### src/rtl/dma4_pkg.sv
package dma4_pkg;
    localparam int CH_N   = 4;
    localparam int CH_W   = $clog2(CH_N);
    localparam int BYTE_W = 8;
    localparam int WORD_W = 2 * BYTE_W;
    localparam int OFS_W  = 4;

    typedef enum logic [1:0] {
        XK_VERIFY = 2'b00,
        XK_TO_MEM = 2'b01,
        XK_TO_IO  = 2'b10,
        XK_RSVD   = 2'b11
    } xfer_kind_e;

    typedef enum logic [1:0] {
        SV_DEMAND  = 2'b00,
        SV_SINGLE  = 2'b01,
        SV_BLOCK   = 2'b10,
        SV_CASCADE = 2'b11
    } svc_mode_e;

    // Mirrors bits 7:2 of the mode byte.
    typedef struct packed {
        svc_mode_e  svc;
        logic       down;
        logic       reload;
        xfer_kind_e kind;
    } chan_cfg_t;

    typedef enum logic {ST_IDLE, ST_XFER} fsm_e;

    localparam logic [OFS_W-1:0] OFS_CTRL    = 4'h8;
    localparam logic [OFS_W-1:0] OFS_SWREQ   = 4'h9;
    localparam logic [OFS_W-1:0] OFS_MASK1   = 4'hA;
    localparam logic [OFS_W-1:0] OFS_MODE    = 4'hB;
    localparam logic [OFS_W-1:0] OFS_PTRCLR  = 4'hC;
    localparam logic [OFS_W-1:0] OFS_MCLR    = 4'hD;
    localparam logic [OFS_W-1:0] OFS_UNMASK  = 4'hE;
    localparam logic [OFS_W-1:0] OFS_MASKALL = 4'hF;
endpackage

### src/rtl/dma4_chan.sv
module dma4_chan
    import dma4_pkg::*;
(
    input  logic              clk,
    input  logic              rst,
    input  logic              wr_en,
    input  logic              sel_cnt,
    input  logic              hi_byte,
    input  logic [BYTE_W-1:0] wdata,
    input  logic              step,
    input  logic              down,
    input  logic              reload,
    output logic [WORD_W-1:0] cur_addr,
    output logic [WORD_W-1:0] cur_cnt
);
    logic [WORD_W-1:0] base_addr, base_cnt;

    always_ff @(posedge clk) begin
        if (rst) begin
            base_addr <= '0;
            base_cnt  <= '0;
            cur_addr  <= '0;
            cur_cnt   <= '0;
        end else begin
            if (reload) begin
                cur_addr <= base_addr;
                cur_cnt  <= base_cnt;
            end else if (step) begin
                cur_addr <= down ? cur_addr - 1'b1 : cur_addr + 1'b1;
                cur_cnt  <= cur_cnt - 1'b1;
            end
            if (wr_en) begin
                case ({sel_cnt, hi_byte})
                    2'b00: begin base_addr[BYTE_W-1:0] <= wdata; cur_addr[BYTE_W-1:0] <= wdata; end
                    2'b01: begin base_addr[WORD_W-1:BYTE_W] <= wdata; cur_addr[WORD_W-1:BYTE_W] <= wdata; end
                    2'b10: begin base_cnt[BYTE_W-1:0] <= wdata; cur_cnt[BYTE_W-1:0] <= wdata; end
                    default: begin base_cnt[WORD_W-1:BYTE_W] <= wdata; cur_cnt[WORD_W-1:BYTE_W] <= wdata; end
                endcase
            end
        end
    end
endmodule

### src/rtl/dma4_arb.sv
module dma4_arb
    import dma4_pkg::*;
(
    input  logic [CH_N-1:0] req,
    input  logic            rotate,
    input  logic [CH_W-1:0] last,
    output logic            any,
    output logic [CH_W-1:0] pick
);
    logic [CH_W-1:0] idx;

    always_comb begin
        any  = 1'b0;
        pick = '0;
        idx  = '0;
        for (int i = 0; i < CH_N; i++) begin
            idx = rotate ? last + CH_W'(i + 1) : CH_W'(i);
            if (!any && req[idx]) begin
                any  = 1'b1;
                pick = idx;
            end
        end
    end
endmodule

### src/rtl/dma4_regs.sv
module dma4_regs
    import dma4_pkg::*;
(
    input  logic                       clk,
    input  logic                       rst,
    input  logic                       wr_en,
    input  logic                       rd_en,
    input  logic [OFS_W-1:0]           ofs,
    input  logic [BYTE_W-1:0]          wdata,
    input  logic [CH_N-1:0]            dreq,
    input  logic                       done,
    input  logic [CH_W-1:0]            done_ch,
    output logic [BYTE_W-1:0]          rdata,
    output chan_cfg_t [CH_N-1:0]       cfg,
    output logic [CH_N-1:0]            mask,
    output logic [CH_N-1:0]            sreq,
    output logic                       dis,
    output logic                       rot,
    output logic                       ptr_hi,
    output logic                       mclr
);
    logic [CH_N-1:0] tc_flag;
    logic [CH_W-1:0] ch_sel;
    logic            st_read;

    assign mclr    = wr_en && (ofs == OFS_MCLR);
    assign ch_sel  = wdata[CH_W-1:0];
    assign st_read = rd_en && (ofs == OFS_CTRL);
    assign rdata   = (ofs == OFS_CTRL) ? {dreq | sreq, tc_flag} : '0;

    always_ff @(posedge clk) begin
        if (rst || mclr) begin
            mask    <= '1;
            sreq    <= '0;
            tc_flag <= '0;
            ptr_hi  <= 1'b0;
            dis     <= 1'b0;
            rot     <= 1'b0;
        end else begin
            if (st_read) tc_flag <= '0;
            if (wr_en) begin
                if (!ofs[OFS_W-1]) ptr_hi <= !ptr_hi;
                case (ofs)
                    OFS_CTRL:    begin dis <= wdata[2]; rot <= wdata[4]; end
                    OFS_SWREQ:   sreq[ch_sel] <= wdata[2];
                    OFS_MASK1:   mask[ch_sel] <= wdata[2];
                    OFS_PTRCLR:  ptr_hi <= 1'b0;
                    OFS_UNMASK:  mask <= '0;
                    OFS_MASKALL: mask <= wdata[CH_N-1:0];
                    default: ;
                endcase
            end
            if (done) begin
                tc_flag[done_ch] <= 1'b1;
                sreq[done_ch]    <= 1'b0;
                if (!cfg[done_ch].reload) mask[done_ch] <= 1'b1;
            end
        end
    end

    always_ff @(posedge clk) begin
        if (rst) cfg <= '0;
        else if (wr_en && ofs == OFS_MODE) cfg[ch_sel] <= chan_cfg_t'(wdata[BYTE_W-1:2]);
    end

    // every channel starts masked
    a_r1_reset_masked: assert property (@(posedge clk) $past(rst) |-> mask == '1);
    // completion without reload leaves the channel masked
    a_r8_self_mask: assert property (@(posedge clk) disable iff (rst)
        (done && !cfg[done_ch].reload) |=> mask[$past(done_ch)]);
    // completion flags persist until a status read or master clear
    a_r9_flag_sticky: assert property (@(posedge clk) disable iff (rst)
        (!st_read && !mclr) |=> ((tc_flag & $past(tc_flag)) == $past(tc_flag)));
endmodule

### src/rtl/dma4_ctrl.sv
module dma4_ctrl
    import dma4_pkg::*;
(
    input  logic              clk,
    input  logic              rst,
    input  logic              reg_wr,
    input  logic              reg_rd,
    input  logic [OFS_W-1:0]  reg_ofs,
    input  logic [BYTE_W-1:0] reg_wdata,
    output logic [BYTE_W-1:0] reg_rdata,
    input  logic [CH_N-1:0]   dreq,
    output logic [CH_N-1:0]   dack_n,
    output logic              aen,
    output logic [WORD_W-1:0] mem_addr,
    output logic              mem_rd_n,
    output logic              mem_wr_n,
    output logic              io_rd_n,
    output logic              io_wr_n,
    output logic              tc
);
    fsm_e                 state;
    logic [CH_W-1:0]      cur_ch, last_ch, pick;
    logic [WORD_W-1:0]    ch_addr [CH_N];
    logic [WORD_W-1:0]    ch_cnt  [CH_N];
    chan_cfg_t [CH_N-1:0] cfg;
    chan_cfg_t            act_cfg;
    logic [CH_N-1:0]      mask, sreq, want;
    logic                 dis, rot, ptr_hi, mclr, any_req;
    logic                 xfer, last_xfer, keep;

    assign act_cfg   = cfg[cur_ch];
    assign xfer      = (state == ST_XFER);
    assign last_xfer = xfer && (ch_cnt[cur_ch] == '0);

    always_comb begin
        case (act_cfg.svc)
            SV_BLOCK:  keep = 1'b1;
            SV_DEMAND: keep = dreq[cur_ch] | sreq[cur_ch];
            default:   keep = 1'b0;
        endcase
    end

    dma4_regs u_regs (
        .clk(clk), .rst(rst), .wr_en(reg_wr), .rd_en(reg_rd), .ofs(reg_ofs),
        .wdata(reg_wdata), .dreq(dreq), .done(last_xfer), .done_ch(cur_ch),
        .rdata(reg_rdata), .cfg(cfg), .mask(mask), .sreq(sreq), .dis(dis),
        .rot(rot), .ptr_hi(ptr_hi), .mclr(mclr)
    );

    for (genvar g = 0; g < CH_N; g++) begin : g_ch
        logic sel, rel;
        assign sel     = xfer && (cur_ch == CH_W'(g));
        assign rel     = sel && last_xfer && cfg[g].reload;
        assign want[g] = (dreq[g] | sreq[g]) & ~mask[g] & (cfg[g].svc != SV_CASCADE);
        dma4_chan u_chan (
            .clk(clk), .rst(rst),
            .wr_en(reg_wr && !reg_ofs[OFS_W-1] && reg_ofs[CH_W:1] == CH_W'(g)),
            .sel_cnt(reg_ofs[0]), .hi_byte(ptr_hi), .wdata(reg_wdata),
            .step(sel && !rel), .down(cfg[g].down), .reload(rel),
            .cur_addr(ch_addr[g]), .cur_cnt(ch_cnt[g])
        );
    end

    dma4_arb u_arb (
        .req(want & {CH_N{!dis}}), .rotate(rot), .last(last_ch),
        .any(any_req), .pick(pick)
    );

    always_ff @(posedge clk) begin
        if (rst) begin
            state   <= ST_IDLE;
            cur_ch  <= '0;
            last_ch <= CH_W'(CH_N - 1);
        end else if (mclr) begin
            state <= ST_IDLE;
        end else if (state == ST_IDLE) begin
            if (any_req) begin
                state  <= ST_XFER;
                cur_ch <= pick;
            end
        end else if (last_xfer || !keep) begin
            state   <= ST_IDLE;
            last_ch <= cur_ch;
        end
    end

    assign aen      = xfer;
    assign dack_n   = xfer ? ~(CH_N'(1) << cur_ch) : '1;
    assign mem_addr = xfer ? ch_addr[cur_ch] : '0;
    assign mem_rd_n = !(xfer && act_cfg.kind == XK_TO_IO);
    assign io_wr_n  = !(xfer && act_cfg.kind == XK_TO_IO);
    assign io_rd_n  = !(xfer && act_cfg.kind == XK_TO_MEM);
    assign mem_wr_n = !(xfer && act_cfg.kind == XK_TO_MEM);
    assign tc       = last_xfer;

    // at most one acknowledge active
    a_r3_one_ack: assert property (@(posedge clk) disable iff (rst) $onehot0(~dack_n));
    // the channel address moves by one after a non-final transfer
    a_r4_addr_step: assert property (@(posedge clk) disable iff (rst)
        (xfer && !last_xfer && !(reg_wr && !reg_ofs[OFS_W-1]))
        |=> ch_addr[$past(cur_ch)] == ($past(act_cfg.down) ? $past(mem_addr) - 16'd1
                                                           : $past(mem_addr) + 16'd1));
    // single mode releases after each transfer
    a_r5_single_release: assert property (@(posedge clk) disable iff (rst)
        (xfer && act_cfg.svc == SV_SINGLE) |=> !aen);
    // a disabled controller stays idle
    a_r11_no_grant: assert property (@(posedge clk) disable iff (rst)
        (!xfer && dis) |=> !aen);
endmodule

### config.mk
export PLATFORM = sky130hd
export DESIGN_NAME = dma4_ctrl
export DESIGN_NICKNAME = d
export VERILOG_FILES = /design/src/rtl/dma4_pkg.sv /design/src/rtl/dma4_chan.sv /design/src/rtl/dma4_arb.sv /design/src/rtl/dma4_regs.sv /design/src/rtl/dma4_ctrl.sv
export SDC_FILE = /design/constraint.sdc
export NUM_CORES = 1
export LEC_CHECK = 0
export CAP_MARGIN = 20
export CORE_ASPECT_RATIO = 2
export CORE_MARGIN = 4
export CORE_UTILIZATION = 60
export CTS_CLUSTER_SIZE = 25
export DETAILED_ROUTE_END_ITERATION = 10
export PLACE_DENSITY_LB_ADDON = 0.3
export SLEW_MARGIN = 30
export SYNTH_ARGS = -nofsm -noshare
export SYNTH_HDL_FRONTEND = slang
export SYNTH_SLANG_ARGS = --single-unit
### constraint.sdc
create_clock -name clk -period 4.17 [get_ports clk]
set_clock_uncertainty 0.05 [all_clocks]
set_input_delay 0.417 -clock clk [delete_from_list [all_inputs] [get_ports clk]]
set_output_delay 0.417 -clock clk [all_outputs]
set_load 0.01 [all_outputs]
==> qor.yml <==
status: "finished clean"
ys_types: 79
critPathLaunchType: "flop"
leakagePower_nw: 6.71
synth_top_flop_cell: "dfxtp_1"
hold_buffers: 0
synth_common_cells: "nand2_1 (407), dfxtp_1 (300), a21oi_1 (278), nor2_1 (142), o211ai_1 (105)"
worstPathCellList: "nor4_1 > nand3_1 > o41ai_2 > nor2_1 > nor2b_2 > buf_4 > and2_1 > clkdlybuf4s50_1"
ys_warn_count: 0
synth_area_leaders: "dfxtp_1 (37%), nand2_1 (9.4%), a21oi_1 (8.5%)"
cts_setup_buffers: 0
final_nets: 2123
port_buffers: 53
yosys.area.top_type: "dfxtp_1"
antenna_found_initial: 1
synthArstFlopShare: 0
worstHoldPathType: "reg -> reg"
cp_slowest_stage_delay_ns: 0.61
yosysSeqAreaShare: 0.369
synth_most_common_cell: "nand2_1"
post_cts_resized: 0
power_density_nw_per_um2: 346
hpwl_um: 34400
die_y_um: 241
grt_overflow: 0
crit_family: "simple AND/OR/NAND/NOR gates"
dp.cells: 2358
core_area_um2: 26800
finalSetupTns_ns: 0
dieArea_um2: 30000
synth_nets: 2122
root_buffer: "clkbuf_16"
cts_buffers: 27
maxCapViolations: 0
grt_usage: 0.316
n_fill_cell: 2258
stdcell_count: 2407
drt-initial-drc-count: 1187
crit_fanout: 10
startpoint: "g_ch[0].u_chan.cur_cnt[1]"
routed_wl_um: 48900
finalCritPeriodShare: 0.920
rsz0062_at_grt: "false"
yosys.area.top_type_share: 0.369
cts_tree: "done"
tightest_slew_ns: 0.954
ant_nets: 0
syn_area_per_cell_um2: 7.99
arrival_ns: 3.37
max-clock-path-buffers: 3
report.final.hold_viol_count: 0
clk_pin_slew_ns: 0.07
fp.dieW_um: 124
vdd_ir_drop_max_v: 0.000392
fmax_mhz: 261
reg2reg_from: "u_regs.cfg[9]"
relSlewSlack: 0.364
initial_core_util: 0.607
required_ns: 3.70
grt_first_pass_wirelength_um: 77200
synth_edf_count: 0
crit_path_top_delay_cell: "o41ai_2"
synth_cells: 2038
min_from: "g_ch[3].u_chan.base_cnt[2]"
path_class: "reg -> out"
cts_num_sinks: 300
final-seq-area_um2: 6010
crit_path_end_kind: "output port"
min_period_ns: 3.84
layout-drive-gt1-share: 0.0641
multi_input_area_um2: 9680
finalWeightedCongestion: 0.963
dr.pass1.iters: 8
dr_total_vias: 15402
final-setup-viol-count: 0
pin_count: 54
syn_area_um2: 16300
wl_per_cell_um: 20.3
via_per_inst: 6.40
syn_to_final_growth_pct: 10.5
clock_latency_ns: 0.58
grt_pass1_vias: 15114
crit_buf_inv: 2
htree_num_levels: 1
drc_errors: 0
synth_seq_cells: 300
drv_slew: 0
grt_max_degree: 138
rows: 85
[worst reg2reg max path, cell delays in order (launching register included)]
cell and delay [ns]:
dfxtp_1 0.81, ha_1 0.36, o21ai_0 0.14, o21ai_0 0.34, nand3_1 0.21, a311o_1 0.31
o21ai_0 0.26, xor2_1 0.20, a21oi_1 0.10, o21bai_1 0.19, a31oi_1 0.11
[layer usage]
layer / vias to the layer above / wire (um) / GRT usage
met5: - / 0 / 0
met4: 0 / 4320 / 0.246
met3: 253 / 3090 / 0.0439
met2: 639 / 24400 / 0.565
met1: 7231 / 17000 / 0.334
li1: 7279 / - / -
[report_power, final]
group	leakage [nW]	switching (mW)	internal (mW)	total (mW)
sequential	2.42	0.0586	2.92	2.98
clock	0.453	1.13	1.51	2.64
combinational	3.84	0.368	0.226	0.594
total	6.71	1.56	4.66	6.22
[path summary, 6_finish.rpt]
kind | slack, ns | cells after the start | end
hold reg to reg | 0.40 | 2 | g_ch[3].u_chan.base_cnt[2]
hold / removal | 0.40 | 2 | g_ch[3].u_chan.base_cnt[2]
setup reg to reg | 0.89 | 10 | g_ch[1].u_chan.cur_addr[15]
setup / recovery | 0.33 | 8 | tc
[final cells by class]
type / count / area share
multi-input cells: 1590 / 0.539
flip-flops and latches: 300 / 0.334
repair buffers: 93 / 0.0465
clock buffers: 37 / 0.0419
well taps: 348 / 0.0242
clock inverters: 11 / 0.00904
inverters: 27 / 0.00564
diodes: 1 / 0.000139
[per-stage QoR]
step	cell area (um^2)	hold WS (ns)	utilization	setup slack [ns]	total power, mW
floorplan	16300	0.382	-	1.23	3.44
global placement	17100	0.388	0.637	0.947	3.61
detailed placement	17100	0.397	0.637	0.955	3.62
CTS	18000	0.405	0.671	0.336	6.22
global route	18000	0.419	0.671	0.0944	6.39
finish	18000	0.403	0.671	0.335	6.22
[cells in the final DEF, fill, tap and decap left out, types with 23 or more instances in the layout]
master	synthesis	final
nand2_1	407	407
dfxtp_1	300	299
a21oi_1	278	278
nor2_1	142	142
o211ai_1	105	105
xnor2_1	63	63
ha_1	60	60
nor3_1	56	56
clkdlybuf4s50_1	0	50
o21ai_0	44	44
xor2_1	40	40
buf_4	2	39
mux2i_1	32	32
a211oi_1	31	31
nand3_1	28	28
clkbuf_16	0	27
and2_1	24	24
inv_1	23	23
[sequential cells by signal, indices dropped and copies added (netlist names), 4 cells and up]
register,flops
g_ch.u_chan.base_cnt,64
u_regs.sreq,4
g_ch.u_chan.cur_addr,64
u_regs.cfg,24
g_ch.u_chan.base_addr,64
g_ch.u_chan.cur_cnt,64
u_regs.tc_flag,4
u_regs.mask,4
[cell families after synthesis]
family | count (synthesis) | synth area share
simple gates | 788 | 0.218
compound gates | 584 | 0.225
flops | 300 | 0.369
buf+inv | 148 | 0.0364
xor+xnor | 103 | 0.0554
fa+ha+maj | 64 | 0.0510
mux | 51 | 0.0460
Power figures use the tool's default switching activity.
